<file path="src/rtl/ext_irq_pkg.sv">
package ext_irq_pkg;
  typedef enum logic [1:0] {
    SENSE_LOW  = 2'b00,
    SENSE_ANY  = 2'b01,
    SENSE_FALL = 2'b10,
    SENSE_RISE = 2'b11
  } sense_e;

  localparam int EXT_EN_BIT = 6;
  localparam int PC_EN_BIT  = 5;
  localparam int EXT_VECTOR = 1;
  localparam int PC_VECTOR  = 2;
endpackage

</file>
<file path="src/rtl/ext_irq_sync.sv">
module ext_irq_sync #(
  parameter int W     = 6,
  parameter int DEPTH = 2
) (
  input  logic         clk,
  input  logic         rst_n,
  input  logic [W-1:0] din,
  output logic [W-1:0] cur,
  output logic [W-1:0] prev
);
  logic [W-1:0] stage_q [DEPTH];
  logic [W-1:0] prev_q;

  genvar gi;
  generate
    for (gi = 0; gi < DEPTH; gi++) begin : g_stage
      logic [W-1:0] stage_d;
      if (gi == 0) begin : g_first
        assign stage_d = din;
      end else begin : g_next
        assign stage_d = stage_q[gi-1];
      end
      always_ff @(posedge clk or negedge rst_n) begin
        if (!rst_n) stage_q[gi] <= '0;
        else        stage_q[gi] <= stage_d;
      end
    end
  endgenerate

  always_ff @(posedge clk or negedge rst_n) begin
    if (!rst_n) prev_q <= '0;
    else        prev_q <= stage_q[DEPTH-1];
  end

  assign cur  = stage_q[DEPTH-1];
  assign prev = prev_q;


  sync_follow_chk: assert property (@(posedge clk) disable iff (!rst_n)
    1'b1 |=> prev == $past(cur));
endmodule

</file>
<file path="src/rtl/ext_irq_regs.sv">
module ext_irq_regs
  import ext_irq_pkg::*;
(
  input  logic       clk,
  input  logic       rst_n,
  input  logic       wr_en,
  input  logic       sel,
  input  logic [7:0] wdata,
  output logic [7:0] rdata,
  output logic       en_ext,
  output logic       en_pc,
  output sense_e     sense
);
  logic       en_ext_q, en_ext_d;
  logic       en_pc_q, en_pc_d;
  logic [1:0] sense_q, sense_d;
  logic       wr_mask, wr_ctrl;

  assign wr_mask = wr_en && !sel;
  assign wr_ctrl = wr_en && sel;

  always_comb begin
    en_ext_d = en_ext_q;
    en_pc_d  = en_pc_q;
    sense_d  = sense_q;
    if (wr_mask) begin
      en_ext_d = wdata[EXT_EN_BIT];
      en_pc_d  = wdata[PC_EN_BIT];
    end
    if (wr_ctrl) sense_d = wdata[1:0];
  end

  always_ff @(posedge clk or negedge rst_n) begin
    if (!rst_n) begin
      en_ext_q <= 1'b0;
      en_pc_q  <= 1'b0;
      sense_q  <= 2'b00;
    end else begin
      en_ext_q <= en_ext_d;
      en_pc_q  <= en_pc_d;
      sense_q  <= sense_d;
    end
  end

  always_comb begin
    rdata = 8'h00;
    if (!sel) begin
      rdata[EXT_EN_BIT] = en_ext_q;
      rdata[PC_EN_BIT]  = en_pc_q;
    end else begin
      rdata[1:0] = sense_q;
    end
  end

  assign en_ext = en_ext_q;
  assign en_pc  = en_pc_q;
  assign sense  = sense_e'(sense_q);


  mask_write_chk: assert property (@(posedge clk) disable iff (!rst_n)
    wr_mask |=> en_ext == $past(wdata[EXT_EN_BIT]) && en_pc == $past(wdata[PC_EN_BIT]));
endmodule

</file>
<file path="src/rtl/ext_irq_sense.sv">
module ext_irq_sense
  import ext_irq_pkg::*;
(
  input  logic   clk,
  input  logic   rst_n,
  input  sense_e sense,
  input  logic   en,
  input  logic   cur,
  input  logic   prev,
  input  logic   clr,
  output logic   level_act,
  output logic   pend
);
  logic evt;
  logic pend_q, pend_d;

  always_comb begin
    unique case (sense)
      SENSE_ANY:  evt = cur ^ prev;
      SENSE_FALL: evt = prev & ~cur;
      SENSE_RISE: evt = ~prev & cur;
      default:    evt = 1'b0;
    endcase
  end

  assign level_act = (sense == SENSE_LOW) && !cur;

  always_comb begin
    pend_d = pend_q;
    if (clr) pend_d = 1'b0;
    if (en && evt) pend_d = 1'b1;
  end

  always_ff @(posedge clk or negedge rst_n) begin
    if (!rst_n) pend_q <= 1'b0;
    else        pend_q <= pend_d;
  end

  assign pend = pend_q;


  ack_clears_chk: assert property (@(posedge clk) disable iff (!rst_n)
    (clr && !(en && evt)) |=> !pend);


  level_no_store_chk: assert property (@(posedge clk) disable iff (!rst_n)
    (sense == SENSE_LOW && !pend) |=> !pend);
endmodule

</file>
<file path="src/rtl/ext_irq_front.sv">
module ext_irq_front
  import ext_irq_pkg::*;
#(
  parameter int N_IO       = 5,
  parameter int VEC_W      = 4,
  parameter int SYNC_DEPTH = 2
) (
  input  logic             clk,
  input  logic             rst_n,
  input  logic             reg_wr,
  input  logic             reg_sel,
  input  logic [7:0]       reg_wdata,
  output logic [7:0]       reg_rdata,
  input  logic             int_pin,
  input  logic [N_IO-1:0]  io_pins,
  input  logic             gie,
  input  logic             irq_ack,
  output logic             irq_req,
  output logic [VEC_W-1:0] irq_vec
);
  localparam int SW = N_IO + 1;

  logic          rst_a, rst_b;
  logic          rst_i;
  logic [SW-1:0] s_cur, s_prev;
  logic          en_ext, en_pc;
  sense_e        sense;
  logic          lvl_act, ext_pend;
  logic          ext_req, pc_req;
  logic          clr_ext, clr_pc;
  logic          pc_evt;
  logic          pc_pend_q, pc_pend_d;

  always_ff @(posedge clk or negedge rst_n) begin
    if (!rst_n) begin
      rst_a <= 1'b0;
      rst_b <= 1'b0;
    end else begin
      rst_a <= 1'b1;
      rst_b <= rst_a;
    end
  end
  assign rst_i = rst_b;

  ext_irq_sync #(.W(SW), .DEPTH(SYNC_DEPTH)) i_sync (
    .clk (clk),
    .rst_n (rst_i),
    .din ({io_pins, int_pin}),
    .cur (s_cur),
    .prev (s_prev)
  );

  ext_irq_regs i_regs (
    .clk (clk),
    .rst_n (rst_i),
    .wr_en (reg_wr),
    .sel (reg_sel),
    .wdata (reg_wdata),
    .rdata (reg_rdata),
    .en_ext (en_ext),
    .en_pc (en_pc),
    .sense (sense)
  );

  ext_irq_sense i_sense (
    .clk (clk),
    .rst_n (rst_i),
    .sense (sense),
    .en (en_ext),
    .cur (s_cur[0]),
    .prev (s_prev[0]),
    .clr (clr_ext),
    .level_act (lvl_act),
    .pend (ext_pend)
  );

  assign pc_evt = |(s_cur[SW-1:1] ^ s_prev[SW-1:1]);

  always_comb begin
    pc_pend_d = pc_pend_q;
    if (clr_pc) pc_pend_d = 1'b0;
    if (en_pc && pc_evt) pc_pend_d = 1'b1;
  end

  always_ff @(posedge clk or negedge rst_i) begin
    if (!rst_i) pc_pend_q <= 1'b0;
    else        pc_pend_q <= pc_pend_d;
  end

  assign ext_req = gie && en_ext && (ext_pend || lvl_act);
  assign pc_req  = gie && en_pc && pc_pend_q;
  assign clr_ext = irq_ack && ext_req;
  assign clr_pc  = irq_ack && !ext_req && pc_req;

  always_comb begin
    irq_vec = '0;
    if (ext_req)     irq_vec = VEC_W'(EXT_VECTOR);
    else if (pc_req) irq_vec = VEC_W'(PC_VECTOR);
  end
  assign irq_req = ext_req || pc_req;


  req_vec_match_chk: assert property (@(posedge clk) disable iff (!rst_i)
    irq_req == (irq_vec != '0));


  no_req_without_gie_chk: assert property (@(posedge clk) disable iff (!rst_i)
    !gie |-> !irq_req);


  ext_first_chk: assert property (@(posedge clk) disable iff (!rst_i)
    (ext_pend && en_ext && gie) |-> irq_vec == VEC_W'(EXT_VECTOR));


  pc_ack_chk: assert property (@(posedge clk) disable iff (!rst_i)
    (irq_ack && irq_vec == VEC_W'(PC_VECTOR) && !(en_pc && pc_evt)) |=> !pc_pend_q);
endmodule

</file>
<file path="config.mk">
export PLATFORM = sky130hd
export DESIGN_NAME = ext_irq_front
export DESIGN_NICKNAME = d
export VERILOG_FILES = /design/src/rtl/ext_irq_pkg.sv /design/src/rtl/ext_irq_sync.sv /design/src/rtl/ext_irq_regs.sv /design/src/rtl/ext_irq_sense.sv /design/src/rtl/ext_irq_front.sv
export SDC_FILE = /design/constraint.sdc
export NUM_CORES = 1
export LEC_CHECK = 0
export BUFFER_PORTS_ARGS = -buffer_cell sky130_fd_sc_hd__buf_2
export CORE_ASPECT_RATIO = 0.75
export CORE_MARGIN = 1
export CORE_UTILIZATION = 48
export DETAILED_ROUTE_END_ITERATION = 8
export PLACE_DENSITY_LB_ADDON = 0.08
export RECOVER_POWER = 50
export SYNTH_ARGS = -nofsm -noshare
export SYNTH_HDL_FRONTEND = slang
export SYNTH_HIERARCHICAL = 1
export SYNTH_SLANG_ARGS = --single-unit
</file>
<file path="constraint.sdc">
create_clock -name clk -period 1.4 [get_ports clk]
set_clock_uncertainty 0.2 [all_clocks]
set_input_delay 0.14 -clock clk [delete_from_list [all_inputs] [get_ports clk]]
set_output_delay 0.14 -clock clk [all_outputs]
set_load 0.01 [all_outputs]
</file>
==> impl_metrics.py <==
metrics = {
    "drt": {
        "route.detailed.drc": 0,
        "wl_per_cell_um": 10.9,
        "wl_mm": 1.60,
        "vias": 645,
        "first_iter_violations": 0,
        "drt_pass1_iterations": 1,
        "vias_per_cell": 4.39,
        "route.antenna.remaining_nets": 0,
    },
    "placed_design": {
        "dp_hpwl_mm": 1.05,
        "gp_congestion": 0.681,
        "io_buffer_count": 22,
    },
    "sta": {
        "setup_slack_ns": -0.407,
        "finalCritPeriodShare_pct": 129,
        "slew_headroom_pct": 62.9,
        "fin_crit_ns": 1.81,
        "hold_slack_ns": 0.0469,
        "final-max-slew-violation-count": 0,
        "rsz0062_at_grt": "true",
        "worst_pin_slew_ns": 0.556,
        "fmax_ghz": 0.553,
        "setup_viol": 8,
        "hold_violations": 0,
    },
    "outcome": {
        "violations": "negative setup slack",
        "status": "complete, but fails checks",
    },
    "floorplan": {
        "rows": 14,
        "die_height_um": 41.9,
        "core_mm2": 0.00200,
        "start_util_pct": 50.9,
        "dieArea_mm2": 0.00231,
        "die_x_um": 55.2,
        "io_pins": 33,
    },
    "worst_setup_path": {
        "critPathSlowestCell": "dfrtp_1",
        "cp_slowest_stage_delay_ns": 0.43,
        "worstSetupStartpoint": "i_regs/sense[0]",
        "regToRegStartpoint": "i_regs/sense[0]",
        "cp_max_fo": 3,
        "endpoint_kind": "output port",
        "arrival_ns": 1.47,
        "crit_type": "flop to output port",
        "crit_chain": "nor3_2 -> o21a_1 -> and2_4 -> nand2b_4 -> buf_6",
        "critPathLaunchType": "flop",
        "crit_required_ns": 1.06,
    },
    "hold_path": {
        "min_path_type": "input pin to flop",
        "min_from": "gie",
    },
    "pwr": {
        "power.density_mw_per_mm2": 1190,
        "p_leak_uw": 0.000726,
        "power_uw": 1770,
        "max-vdd-ir-drop_mv": 1.08,
    },
    "global_route": {
        "grt_pass1_wl_mm": 2.57,
        "grt_overflow": 0,
        "grt_usage_pct": 16.3,
        "grt_max_degree": 25,
        "grt_pass1_vias": 622,
        "antenna_found_initial": 0,
    },
    "cts": {
        "path_clk_slew_ns": 0.13,
        "cts.sinks": 26,
        "cts_buffer_depth": 2,
        "cts_made_buffers": 3,
        "clk_latency_ns": 0.31,
        "root_buffer": "clkbuf_4",
        "htree_levels": 1,
        "tritoncts": "yes",
    },
    "final_layout": {
        "antenna_cells": 0,
        "fin_util_pct": 74.5,
        "area_growth_pct": 46.2,
        "drive_gt1_share_pct": 45.5,
        "fillers": 130,
        "fin_nets": 146,
    },
    "yosys": {
        "synth_fa_ha_area_share_pct": 2.46,
        "synth_compound_area_share_pct": 4.67,
        "synth_xor_area_share_pct": 4.31,
        "synthSimpleGateAreaFrac_pct": 11.4,
        "avgSynthCellArea_um2": 14.1,
        "ys_ff_latch": 26,
        "synthMuxAreaShare_pct": 5.41,
        "synth_area_mm2": 0.00102,
        "seq_area_frac_synth_pct": 64.0,
        "synth_top_family_by_area": "simple AND/OR/NAND/NOR gates",
        "yosys_warnings": 6,
        "synth_cells": 72,
        "ys_types": 27,
    },
    "flow_run": {
        "drv_cap": 0,
    },
}
[Yosys cell counts]
master | number | share of area [%]
and2_2 | 2 | 1.5
and2_4 | 1 | 0.86
and2b_2 | 2 | 1.7
and3_2 | 1 | 0.74
buf_4 | 7 | 5.2
conb_1 | 3 | 1.1
dfrtp_1 | 26 | 64
ha_1 | 2 | 2.5
inv_1 | 4 | 1.5
mux2_1 | 2 | 2.2
mux2_2 | 2 | 2.2
mux2i_1 | 1 | 0.98
nand2_1 | 1 | 0.37
nand2_2 | 1 | 0.62
nand2b_4 | 1 | 1.4
nand3_1 | 1 | 0.49
nand3_2 | 1 | 0.98
nand4bb_1 | 1 | 1.1
nor2_1 | 1 | 0.37
nor2b_2 | 1 | 0.86
nor3_1 | 1 | 0.49
o21a_1 | 1 | 0.74
o21ai_0 | 1 | 0.49
o221ai_2 | 1 | 1.5
o31ai_1 | 1 | 0.74
o31ai_2 | 1 | 1.2
xor2_1 | 5 | 4.3
[layout by cell type, fill, tap and decap left out]
master,instances
buf_4,7
nor2_4,1
dfrtp_1,25
ha_1,2
bufinv_16,1
nand3_1,1
conb_1,7
o21ai_0,1
clkbuf_4,3
mux2i_1,1
o221ai_2,1
xor2_1,5
nor3_2,1
inv_1,4
mux2_2,2
and2_4,1
dfrtp_2,1
nand2_2,1
and2_2,2
nand2_1,1
mux2_1,2
o31ai_2,1
nand4bb_1,1
nor2b_2,1
o21a_1,1
and3_2,1
and2b_2,2
nand2b_4,1
buf_6,11
o31ai_1,1
nand3_2,1
clkbuf_2,1
dlygate4sd3_1,15
buf_2,16
[report_power, final]
group	internal, uW	switching [uW]	leakage [uW]
clock	289	200	0.0000279
combinational	266	163	0.000399
sequential	814	37.3	0.000299
total	1370	401	0.000726
[path summary, 6_finish.rpt]
check                                          endpoint  slack, ns  cells after the start
setup / recovery                                irq_req      -0.41                      5
hold / removal                                pc_pend_q       0.05                      4
setup reg to reg                              pc_pend_q      -0.24                      7
hold reg to reg            i_sync/g_stage[1].stage_d[1]       0.13                      1
max in group asynchronous                         rst_b       0.43                      3
min in group asynchronous  i_sync/g_stage[1].stage_d[1]       0.13                      1
[critical path: cells and delay by family, from the launching register on]
kind | cells | cell delay [ns]
compound gates | 1 | 0.18
simple gates | 3 | 0.45
flops | 1 | 0.43
buf+inv | 1 | 0.10
[cell families (layout without fill, tap and decap cells)]
kind of cell | count (synthesis) | count (layout)
xor gates and xnor gates | 5 | 5
muxes | 5 | 5
buffers and inverters | 11 | 58
other | 3 | 7
and+or+nand+nor | 15 | 15
adders and majority gates | 2 | 2
AOI/OAI and AO/OA | 5 | 5
DFF | 26 | 26
[metal layers]
layer | track usage (%) | up-vias | part of all wire [%]
met2 | 24.8 | 21 | 50
li1 | - | 319 | -
met4 | 5.00 | 0 | 0
met1 | 21.6 | 305 | 45
met5 | 0 | - | 0
met3 | 5.86 | 0 | 4.6
[metrics by stage]
stage / instance area [um^2] / TNS (ns) / setup slack (ns) / cells
2_1_floorplan: 1030 / 0 / 0.0349 / 76
5_1_grt: 1490 / -2.71 / -0.515 / 147
4_1_cts: 1430 / -1.53 / -0.395 / 143
6_report: 1490 / -2.02 / -0.407 / 147
3_3_place_gp: 1160 / -0.0708 / -0.0708 / 120
3_5_place_dp: 1160 / -0.0723 / -0.0723 / 120
[what timing repair did]
| action | CTS | global route |
|---|---|---|
| pin swaps | 3 | 1 |
| setup buffers | 4 | 4 |
| hold endpoints to repair | 13 | 0 |
| hold buffers | 15 | 0 |
| endpoints found under the setup margin | 8 | 9 |
| resized for setup | 8 | 7 |
[cell type report]
cell class                 instances  area (um^2)  share of cell area (%)
sequential                        26          652                    43.8
clock inverter                     1         30.0                    2.02
inverter                           4         15.0                    1.01
timing repair buffer              50          412                    27.7
clock buffer                       3         22.5                    1.51
multi-input combinational         39          327                    22.0
tap                               24         30.0                    2.02
[state kept, by name, indices dropped and copies added, names as in the netlist]
signal / cells
i_sync/cur: 6
i_sync/g_stage.stage_d: 6
i_sync/prev: 6
i_regs/sense: 2
i_regs/en_ext: 1
i_regs/en_pc: 1
i_sense/pend: 1
pc_pend_q: 1
rst_a: 1
rst_b: 1
(Power assumes the default switching activity.)
